## config.mk

```make
export PLATFORM = sky130hd
export DESIGN_NAME = dual_issue_steer
export DESIGN_NICKNAME = d
export VERILOG_FILES = /design/src/rtl/dis_pkg.sv /design/src/rtl/dis_raw_check.sv /design/src/rtl/dis_window.sv /design/src/rtl/dis_pick.sv /design/src/rtl/dual_issue_steer.sv
export SDC_FILE = /design/constraint.sdc
export NUM_CORES = 1
export LEC_CHECK = 0
export CORE_ASPECT_RATIO = 1.1
export CORE_UTILIZATION = 50
export DETAILED_ROUTE_END_ITERATION = 16
export DONT_BUFFER_PORTS = 1
export GPL_TIMING_DRIVEN = 0
export RECOVER_POWER = 25
export SYNTH_ARGS = -nofsm -noshare
export SYNTH_HDL_FRONTEND = slang
export SYNTH_SLANG_ARGS = --single-unit
export TNS_END_PERCENT = 1
```

## constraint.sdc

```tcl
create_clock -name clk -period 19.5 [get_ports clk]
set_input_delay 4.875 -clock clk [delete_from_list [all_inputs] [get_ports clk]]
set_output_delay 4.875 -clock clk [all_outputs]
set_load 0.03 [all_outputs]
```

## src/rtl/dis_pkg.sv

```systemverilog
package dis_pkg;

   localparam int OPW = 4;

   typedef enum logic [OPW-1:0] {
      OP_NONE   = 4'd0,
      OP_ALUR   = 4'd1,
      OP_ALUI   = 4'd2,
      OP_LOAD   = 4'd3,
      OP_STORE  = 4'd4,
      OP_BRANCH = 4'd5,
      OP_JUMP   = 4'd6,
      OP_SYS    = 4'd7,
      OP_JUMPR  = 4'd8
   } op_e;

   typedef enum logic [1:0] {
      LANE_NONE = 2'd0,
      LANE_ALU  = 2'd1,
      LANE_MEM  = 2'd2
   } lane_e;

   // kind of pipe an instruction needs; unknown codes and no-ops need none
   function automatic lane_e lane_of(input logic [OPW-1:0] op);
      case (op)
         OP_LOAD, OP_STORE:                                   return LANE_MEM;
         OP_ALUR, OP_ALUI, OP_BRANCH, OP_JUMP, OP_SYS, OP_JUMPR: return LANE_ALU;
         default:                                             return LANE_NONE;
      endcase
   endfunction

   function automatic logic [1:0] cnt2(input logic a, input logic b);
      return {1'b0, a} + {1'b0, b};
   endfunction

endpackage

```

## src/rtl/dis_raw_check.sv

```systemverilog
module dis_raw_check #(
   parameter int REG_W  = 8,
   parameter int FLY_N  = 6,
   parameter bit FWD_EN = 1'b0
) (
   input  logic [REG_W-1:0]       src_a,
   input  logic [REG_W-1:0]       src_b,
   input  logic [FLY_N*REG_W-1:0] fly_dst,
   input  logic [FLY_N-1:0]       fly_load,
   input  logic [FLY_N-1:0]       fly_ex,
   output logic                   hit
);
   localparam logic [REG_W-1:0] NO_REG = {REG_W{1'b1}};

   logic [FLY_N-1:0] hit_v;

   generate
      for (genvar i = 0; i < FLY_N; i++) begin : g_fly
         logic [REG_W-1:0] d;
         logic             m;
         assign d = fly_dst[i*REG_W +: REG_W];
         // an absent destination can never pair with any source
         assign m = (d != NO_REG) && ((d == src_a) || (d == src_b));
         if (FWD_EN) begin : g_fwd
            // only a load one stage past issue cannot be bypassed yet
            assign hit_v[i] = m & fly_load[i] & fly_ex[i];
         end else begin : g_nofwd
            assign hit_v[i] = m;
         end
      end
   endgenerate

   assign hit = |hit_v;

endmodule

```

## src/rtl/dis_window.sv

```systemverilog
module dis_window
   import dis_pkg::*;
#(
   parameter int REG_W   = 8,
   parameter int ISSUE_W = 2
) (
   input  logic                  clk,
   input  logic                  rst,
   input  logic [1:0]            used_cnt,
   input  logic [1:0]            fch_vld,
   input  logic [2*(OPW+3*REG_W)-1:0] fch_rec,
   output logic [1:0]            w_vld,
   output logic [2*(OPW+3*REG_W)-1:0] w_rec,
   output logic [1:0]            take_cnt
);
   localparam int RECW = OPW + 3*REG_W;

   logic [1:0]            vld_q;
   logic [1:0][RECW-1:0]  rec_q;
   logic [1:0]            nxt_vld;
   logic [1:0][RECW-1:0]  nxt_rec;
   logic [RECW-1:0]       f0;
   logic [RECW-1:0]       f1;

   assign f0 = fch_rec[RECW-1:0];
   assign f1 = fch_rec[2*RECW-1:RECW];

   generate
      if (ISSUE_W == 2) begin : g_two
         logic [1:0]           kv;
         logic [RECW-1:0]      k0;
         logic [RECW-1:0]      k1;
         logic [1:0]           keep;
         logic [1:0]           free;
         logic [1:0]           offered;
         logic [1:0]           take;

         always_comb begin
            kv = 2'b00;
            k0 = '0;
            k1 = '0;
            case (used_cnt)
               2'd0: begin
                  kv = vld_q;
                  k0 = rec_q[0];
                  k1 = rec_q[1];
               end
               2'd1: begin
                  kv = {1'b0, vld_q[1]};
                  k0 = rec_q[1];
               end
               default: ;
            endcase
            keep    = cnt2(kv[0], kv[1]);
            free    = 2'd2 - keep;
            offered = fch_vld[0] ? (fch_vld[1] ? 2'd2 : 2'd1) : 2'd0;
            take    = (free < offered) ? free : offered;

            nxt_vld    = kv;
            nxt_rec[0] = k0;
            nxt_rec[1] = k1;
            if (!kv[0]) begin
               if (take != 2'd0) begin
                  nxt_vld[0] = 1'b1;
                  nxt_rec[0] = f0;
               end
               if (take == 2'd2) begin
                  nxt_vld[1] = 1'b1;
                  nxt_rec[1] = f1;
               end
            end else if (!kv[1] && take != 2'd0) begin
               nxt_vld[1] = 1'b1;
               nxt_rec[1] = f0;
            end
            take_cnt = take;
         end
      end else begin : g_one
         logic kv0;
         logic take1;
         logic unused_w1;

         assign unused_w1 = ^{fch_vld[1], f1, vld_q[1], rec_q[1]};

         always_comb begin
            kv0        = vld_q[0] && (used_cnt == 2'd0);
            take1      = !kv0 && fch_vld[0];
            nxt_vld    = {1'b0, kv0 | take1};
            nxt_rec[0] = kv0 ? rec_q[0] : f0;
            nxt_rec[1] = '0;
            take_cnt   = {1'b0, take1};
         end
      end
   endgenerate

   always_ff @(posedge clk) begin
      if (rst) begin
         vld_q <= 2'b00;
         rec_q <= '0;
      end else begin
         vld_q <= nxt_vld;
         rec_q <= nxt_rec;
      end
   end

   assign w_vld = vld_q;
   assign w_rec = rec_q;

endmodule

```

## src/rtl/dis_pick.sv

```systemverilog
module dis_pick
   import dis_pkg::*;
#(
   parameter int REG_W = 8
) (
   input  logic [1:0]                 w_vld,
   input  logic [2*(OPW+3*REG_W)-1:0] w_rec,
   input  logic                       haz0,
   input  logic                       haz1,
   output logic                       alu_vld,
   output logic [OPW+3*REG_W-1:0]     alu_rec,
   output logic                       ls_vld,
   output logic [OPW+3*REG_W-1:0]     ls_rec,
   output logic [1:0]                 used_cnt,
   output logic                       stall_old,
   output logic                       stall_young
);
   localparam int RECW = OPW + 3*REG_W;
   localparam logic [REG_W-1:0] NO_REG = {REG_W{1'b1}};

   logic [RECW-1:0]  r0;
   logic [RECW-1:0]  r1;
   lane_e            ln0;
   lane_e            ln1;
   logic [REG_W-1:0] d0;
   logic [REG_W-1:0] a1;
   logic [REG_W-1:0] b1;
   logic             go0;
   logic             go1;
   logic             dep;
   logic             clash;

   assign r0  = w_rec[RECW-1:0];
   assign r1  = w_rec[2*RECW-1:RECW];
   assign ln0 = lane_of(r0[RECW-1 -: OPW]);
   assign ln1 = lane_of(r1[RECW-1 -: OPW]);
   assign d0  = r0[REG_W-1:0];
   assign a1  = r1[3*REG_W-1 -: REG_W];
   assign b1  = r1[2*REG_W-1 -: REG_W];

   // the younger reads what the older writes: never in the same cycle
   assign dep   = (d0 != NO_REG) && ((a1 == d0) || (b1 == d0));
   assign clash = (ln0 != LANE_NONE) && (ln0 == ln1);
   assign go0   = w_vld[0] & ~haz0;
   assign go1   = w_vld[1] & go0 & ~haz1 & ~dep & ~clash;

   always_comb begin
      alu_vld = 1'b0;
      alu_rec = '0;
      ls_vld  = 1'b0;
      ls_rec  = '0;
      if (go0 && ln0 == LANE_ALU) begin
         alu_vld = 1'b1;
         alu_rec = r0;
      end else if (go1 && ln1 == LANE_ALU) begin
         alu_vld = 1'b1;
         alu_rec = r1;
      end
      if (go0 && ln0 == LANE_MEM) begin
         ls_vld = 1'b1;
         ls_rec = r0;
      end else if (go1 && ln1 == LANE_MEM) begin
         ls_vld = 1'b1;
         ls_rec = r1;
      end
   end

   assign used_cnt    = cnt2(go0, go1);
   assign stall_old   = w_vld[0] & haz0;
   assign stall_young = w_vld[1] & ~go1;

endmodule

```

## src/rtl/dual_issue_steer.sv

```systemverilog
module dual_issue_steer
   import dis_pkg::*;
#(
   parameter int REG_W   = 8,
   parameter int FLY_N   = 6,
   parameter int ISSUE_W = 2,
   parameter bit FWD_EN  = 1'b0
) (
   input  logic                   clk,
   input  logic                   rst,
   input  logic [1:0]             fch_vld,
   input  logic [2*OPW-1:0]       fch_op,
   input  logic [2*REG_W-1:0]     fch_srca,
   input  logic [2*REG_W-1:0]     fch_srcb,
   input  logic [2*REG_W-1:0]     fch_dst,
   input  logic [FLY_N*REG_W-1:0] fly_dst,
   input  logic [FLY_N-1:0]       fly_load,
   input  logic [FLY_N-1:0]       fly_ex,
   output logic [1:0]             take_cnt,
   output logic [1:0]             used_cnt,
   output logic                   alu_vld,
   output logic [OPW-1:0]         alu_op,
   output logic [REG_W-1:0]       alu_srca,
   output logic [REG_W-1:0]       alu_srcb,
   output logic [REG_W-1:0]       alu_dst,
   output logic                   ls_vld,
   output logic [OPW-1:0]         ls_op,
   output logic [REG_W-1:0]       ls_srca,
   output logic [REG_W-1:0]       ls_srcb,
   output logic [REG_W-1:0]       ls_dst,
   output logic                   stall_old,
   output logic                   stall_young
);
   localparam int RECW = OPW + 3*REG_W;

   generate
      if (!(ISSUE_W == 1 || ISSUE_W == 2)) begin : g_bad_width
         $error("dual_issue_steer: ISSUE_W must be 1 or 2");
      end
      if (REG_W < 2) begin : g_bad_reg
         $error("dual_issue_steer: REG_W must be at least 2");
      end
      if (FLY_N < 1) begin : g_bad_fly
         $error("dual_issue_steer: FLY_N must be at least 1");
      end
   endgenerate

   logic [2*RECW-1:0] fch_rec;
   logic [2*RECW-1:0] w_rec;
   logic [1:0]        w_vld;
   logic [1:0]        haz;
   logic [RECW-1:0]   alu_rec;
   logic [RECW-1:0]   ls_rec;

   generate
      for (genvar k = 0; k < 2; k++) begin : g_slot
         logic [RECW-1:0] wr;
         assign fch_rec[k*RECW +: RECW] = {fch_op[k*OPW +: OPW],
                                           fch_srca[k*REG_W +: REG_W],
                                           fch_srcb[k*REG_W +: REG_W],
                                           fch_dst[k*REG_W +: REG_W]};
         assign wr = w_rec[k*RECW +: RECW];

         dis_raw_check #(
            .REG_W  (REG_W),
            .FLY_N  (FLY_N),
            .FWD_EN (FWD_EN)
         ) u_raw (
            .src_a    (wr[3*REG_W-1 -: REG_W]),
            .src_b    (wr[2*REG_W-1 -: REG_W]),
            .fly_dst  (fly_dst),
            .fly_load (fly_load),
            .fly_ex   (fly_ex),
            .hit      (haz[k])
         );
      end
   endgenerate

   dis_window #(
      .REG_W   (REG_W),
      .ISSUE_W (ISSUE_W)
   ) u_win (
      .clk      (clk),
      .rst      (rst),
      .used_cnt (used_cnt),
      .fch_vld  (fch_vld),
      .fch_rec  (fch_rec),
      .w_vld    (w_vld),
      .w_rec    (w_rec),
      .take_cnt (take_cnt)
   );

   dis_pick #(
      .REG_W (REG_W)
   ) u_pick (
      .w_vld       (w_vld),
      .w_rec       (w_rec),
      .haz0        (haz[0]),
      .haz1        (haz[1]),
      .alu_vld     (alu_vld),
      .alu_rec     (alu_rec),
      .ls_vld      (ls_vld),
      .ls_rec      (ls_rec),
      .used_cnt    (used_cnt),
      .stall_old   (stall_old),
      .stall_young (stall_young)
   );

   assign {alu_op, alu_srca, alu_srcb, alu_dst} = alu_rec;
   assign {ls_op, ls_srca, ls_srcb, ls_dst}     = ls_rec;

endmodule

```

**Word level (Yosys, flattened, before mapping)**

Memories as Yosys holds them, arrays and structs flattened. A register that Yosys moved wholly into a read port is not among the register bits.
Cells that the tools add are included.

- Flip-flop bits (word level): 58
- Bits in latches: 0
- Bits in writable memories: 0
- ROM bits: 64
- Output and inout port bits: 64
- Word-level logic and storage cells: 125
- Memories: 2

- Add/sub/neg operators: 3
- Multipliers: 0
- Divide/modulo/power cells: 0
- $lt $le $gt $ge: 1
- Equal/unequal tests: 40
- Shift-type cells: 0
- Multiplexer cells: 26
- Bitwise gates (word level): 12
- Reductions and logical operators: 38

Memories:

| name | words | bits a word | read ports | clocked after memory_dff | wr ports | RTL line | RTL |
|---|---|---|---|---|---|---|---|
| (name not given) | 16 | 2 | 1 | 1 | 0 | dis_pkg.sv:25 | `case (op)` |
| (name not given) | 16 | 2 | 1 | 1 | 0 | dis_pkg.sv:25 |  |

Operators by type and width:

| kind | number |
|---|---|
| $mux W28 | 10 |
| $eq A8 B8 Y1 | 26 |
| $ne A8 B8 Y1 const B | 7 |
| $pmux W28 S2 | 1 |
| $logic_and A1 B1 Y1 | 19 |
| $logic_or A1 B1 Y1 | 13 |
| $reduce_or A6 Y1 | 2 |
| $mux W1 | 9 |
| $mux W4 | 2 |
| $and A1 B1 Y1 | 7 |
| $eq A2 B1 Y1 const B | 3 |
| $eq A2 B2 Y1 const B | 3 |
| $mux W2 | 3 |
| $not A1 Y1 | 5 |
| $add A1 B1 Y2 | 2 |
| $pmux W2 S2 | 1 |
| $reduce_bool A2 Y1 | 2 |
| $eq A2 B2 Y1 | 1 |
| $logic_not A2 Y1 | 1 |
| $lt A2 B2 Y1 | 1 |
| $sub A2 B2 Y2 const A | 1 |
| $logic_not A1 Y1 | 1 |

**Depth between registers and ports, before layout**

- Depth in word-level cells: 22
- Gate-level depth with buffers: 28

**Hierarchy**

A second synthesis with hierarchy kept.

- Cells, all modules: 960
- Area total of the unflattened synthesis: 7,558.5 µm²

By module, submodules not included:

| module | times used | cells each | area an instance (µm²) |
|---|---|---|---|
| dis_window | 1 | 381 | 3,469.6 |
| dis_raw_check | 2 | 163 | 1,316.3 |
| dis_pick | 1 | 253 | 1,456.4 |

**Worst setup path before layout**

No wires, ideal clock.

- Path kind: input to output
- Start point: input fly_dst[15]
- End point: output take_cnt[0]
- Arrival: 8.641 ns
- Data required time: 14.625 ns
- Path slack: 5.984 ns
- Stages: 17
- Buffers on the path: 4
- Path through: buf_2 > xor2_1 > nor4_1 > a22oi_1 > o22a_1 > and4_4 > buf_6 > nand2_1 > ha_1 > clkbuf_1 > a22oi_1 > nor2_1 > clkbuf_1 > nor2_1 > ha_1 > o22ai_1 > a21boi_0

- Longest elaborated chain between the ends: 17
- Elaborated cells on any way between the ends: 26
- Those cells by class: add/sub (3); order compare (1); eq/ne (6); mux (2); bitwise (7); reduce/logical (7)

RTL lines:

| what | RTL line | RTL |
|---|---|---|
| start: declaration | dual_issue_steer.sv:16 | `input logic [FLY_N*REG_W-1:0] fly_dst,` |
| $eq A8 B8 Y1 | dis_raw_check.sv:23 | `assign m = (d != NO_REG) && ((d == src_a) \|\| (d == src_b));` |
| $logic_or A1 B1 Y1 | dis_raw_check.sv:23 |  |
| $logic_and A1 B1 Y1 | dis_raw_check.sv:23 |  |
| $reduce_or A6 Y1 | dis_raw_check.sv:33 | `assign hit = \|hit_v;` |
| $not A1 Y1 | dis_pick.sv:44 | `assign go0 = w_vld[0] & ~haz0;` |
| $and A1 B1 Y1 | dis_pick.sv:44 |  |
| $and A1 B1 Y1 (4 in a row) | dis_pick.sv:45 | `assign go1 = w_vld[1] & go0 & ~haz1 & ~dep & ~clash;` |
| $add A1 B1 Y2 (*) | dis_pkg.sv:33 | `return {1'b0, a} + {1'b0, b};` |
| $eq A2 B1 Y1 or $logic_not A2 Y1 (tied branches) | dis_window.sv:42 | `case (used_cnt)` |
| $pmux W2 S2 (*) | dis_window.sv:42 |  |
| $add A1 B1 Y2 (*) | dis_pkg.sv:33 |  |
| $sub A2 B2 Y2 (*) | dis_window.sv:55 | `free = 2'd2 - keep;` |
| $lt A2 B2 Y1 | dis_window.sv:57 | `take = (free < offered) ? free : offered;` |
| $mux W2 (*) | dis_window.sv:57 |  |
| end: declaration | dual_issue_steer.sv:19 | `output logic [1:0] take_cnt,` |

Mark *: on every way between the ends. The rest lies on a longest branch, timed or not.

**Final worst setup path**

- Start point: input fly_dst[36]
- End point: output take_cnt[0]

The elaborated chain is that of the path after synthesis.

==> metrics.md <==
| Metric | Value |
|---|---|
| Tot GR Track Use | `36.1%` |
| Post-synth top area cell | `xor2_1` |
| Most frequent CP cell | `clkbuf_1` |
| CTS H-tree lvls | `3` |
| Avg Cell Area, Syn | `7.40 µm²` |
| DR vias/cell | `6.11` |
| Crit path DAT | `9.77 ns` |
| CTS Sinks | `between 60 and 70` |
| Row count | `45` |
| Unrepaired setup endpoints after global routing | `no` |
| # Post-CTS Setup Buffers | `0` |
| CTS root buf | `clkbuf_16` |
| Clock buffer depth | `2` |
| Pleak | `slightly above 3 nW` |
| CP Max Fanout | `10` |
| Final setup TNS | `0 ns` |
| Seq/Total Area, Yosys | `between 10% and 20%` |
| Synth Instances | `slightly below 1,000` |
| Slowest-stage cell, CP | `a21boi_0` |
| Vias in the first global route | `6,787` |
| Final GP Congestion | `0.938` |
| PwrDens | `190 nW/µm²` |
| Primary FF master, synth | `dfxtp_1` |
| # Max-Cap Violations | `0` |
| Fmax | `0.0683 GHz` |
| IO Pins | `184` |
| Top cell type's share of synthesized area | `23.2%` |
| Clock network latency to the later pin of the worst-skew pair | `0.34 ns` |
| Post-Synth Adder-Cell Area | `1.90%` |
| Worst Path Class, Setup | `input port to output port` |
| Final core occ | `between 50 and 60%` |
| Commonest cells post-synth | `192 x xor2_1, 119 x nor2_1, 62 x dfxtp_1, 62 x mux2i_1, 56 x buf_2` |
| Share of cells above drive strength 1 | `9.74%` |
| # DRC | `0` |
| Drt initial violations | `637` |
| CP Cell Sequence | `clkbuf_1 > xor2_1 > nor4_1 > a22oi_1 > o22a_1 > and4_2 > clkbuf_1 > nand2_1 > ha_1 > clkbuf_1 > a22oi_1 > nor2_1 > clkbuf_1 > nor2_1 > ha_1 > o22ai_1 > a21boi_0` |
| Core ar. | `14,000 µm²` |
| Nets | `1,122` |
| Num CTS Buffers | `9` |
| Largest net degree at the start of global routing | `13` |
| Mux cell area share after synthesis | `9.23%` |
| Buffers and inverters on the worst path | `4` |
| Detailed Routing Iterations Pass 1 | `6` |
| Final Routed Wirelength | `26,900 µm` |
| Top cells by area, synth | `xor2_1 23%, dfxtp_1 17%, mux2i_1 8.6%` |
| Worst slew pin tran | `1.44 ns` |
| Slew headroom | `2.99%` |
| Starting density of the core | `between 50% and 60%` |
| Worst Skew | `0.0129 ns` |
| Largest family of logic cells by synthesized area | `XOR/XNOR gates` |
| Critical path startpoint category | `input port` |
| CP Capture Type | `output port` |
| DIE WIDTH | `117 µm` |
| Async SR Flop Fraction | `0%` |
| Worst vdd ir | `between 0.0001 and 0.00015 V` |
| Final setup vio count | `0` |
| Crit path max-delay family | `compound AO/OA/AOI/OAI gates` |
| DIE AREA | `15,000 µm²` |
| Clock Pin Slew Worst Setup and Hold Paths | `0.06 ns` |
| First-pass GRT wire length | `40,000 µm` |
| Port-buffer cells | `0` |
| Net Count, Synth | `1,111` |
| Slowest stage delay, CP | `0.83 ns` |
| Netlist cell types | `45` |
| Final ANT Viol Nets | `0` |
| TritonCTS clock tree | `built` |
| Initial antenna violation count | `4` |
| Most frequent cell after synthesis | `xor2_1` |
| Data required, critical path | `~15 ns` |
| DR vias | `7,256` |
| GRT overflow | `0` |
| Period Utilization, post-route | `75.1%` |
| Pins Over Slew Limit | `0` |
| Synth Area in Compound Gates | `16.4%` |
| Mapped Area | `7250 µm²` |
| Hold Vio Cnt, Final | `0` |
| DP Wirelength | `approximately 20,000 µm` |
| Status | `completed` |
| Resized cells post-CTS | `0` |
| Minimum clock period | `14.65 ns` |
| Area delta synth->final | `7.52%` |
| Post-synthesis xor/xnor area fraction | `about a quarter` |
| Average routed wire per standard cell | `22.7 µm` |
| CTS Hold Bufs | `0` |
| Worst hold path class | `flop to flop` |
| Die height | `128 µm` |
| Post-Synth Simple-Gate Area | `19.5%` |
| Post-synth EDFFs | `0` |
| Syn. warnings | `0` |
| FF+latch count, synth | `62` |
-- layer usage --
layer  track usage, %  part of all wire (%)  up-vias
met2             60.4                    47      341
met1             44.2                    41     3421
li1                 -                     -     3417
met5                0                 0.041        -
met3             7.40                   8.2       75
met4             16.9                   4.0        2
-- final timing paths --
kind	endpoint	from	cells past startpoint	slack (ns)
min reg2reg	u_win.w_rec[29]	u_win.w_rec[29]	2	0.57
max	take_cnt[0]	fly_dst[36]	17	4.85
max reg2reg	u_pick.ln1[0]	u_win.w_rec[37]	23	11.58
min	u_win.w_rec[29]	u_win.w_rec[29]	2	0.57
-- registers in the layout, indices dropped and copies added, names as in the netlist --
| name | cells |
|---|---|
| u_win.w_rec | 56 |
| u_pick.ln0 | 2 |
| u_pick.ln1 | 2 |
| u_win.w_vld | 2 |
-- cell type report --
type	instances	area (µm²)
Fill cell	1440	6160
Antenna cell	3	7.51
Clock inverter	7	95.1
Buffer	147	686
Tap cell	188	235
Sequential cell	62	1240
Inverter	19	71.3
Multi-Input combinational cell	752	5240
Clock buffer	9	225
-- tightest hold or removal path, stage by stage, from the launching register on --
cell	delay [ns]
dfxtp_1	0.35
nand3_1	0.09
a311oi_1	0.08
-- per-stage QoR --
step,setup WS (ns),std cells,hold slack [ns],instance area [µm²],total power (W)
after detailed placement,5.04,1168,0.562,7490,0.00129
after CTS,5.05,1184,0.570,7810,0.00146
final,4.85,1187,0.570,7800,0.00148
after global routing,4.44,1186,0.599,7800,0.00158
after floorplan,5.98,980,0.528,7250,0.00101
after global placement,5.07,1168,0.554,7490,0.00129
-- cell families (layout without fill, tap and decap cells) --
| family | Yosys count | after routing |
|---|---|---|
| AND/OR/NAND/NOR | 294 | 294 |
| XOR/XNOR | 210 | 210 |
| AO/OA/AOI/OAI | 172 | 172 |
| buffers and inverters | 166 | 182 |
| multiplexers | 65 | 65 |
| flip-flops | 62 | 62 |
| adder cells (fa/ha/maj) | 11 | 11 |
| other | 0 | 3 |
-- report_power, final --
group          internal, W  total, W  switching (W)
Clock             0.000112  0.000174      0.0000620
Sequential        0.000189  0.000241      0.0000528
Combinational     0.000356   0.00106       0.000709
Total             0.000657   0.00148       0.000823
-- cells in the final DEF, fill, tap and decap left out, drive strengths merged, types with 11 or more instances in the layout --
cell type,synthesis,layout
nor4,50,50
nand3,29,29
nor3,27,27
nand2,30,30
dfxtp,62,62
clkbuf,57,70
nand4,19,19
a21oi,31,31
buf,90,86
inv,19,21
o21ai,30,30
a22oi,42,42
xor2,192,192
a311oi,24,24
xnor2,18,18
ha,11,11
mux2i,63,63
nor2,120,120
a211oi,25,25
(Power assumes the default switching activity.)
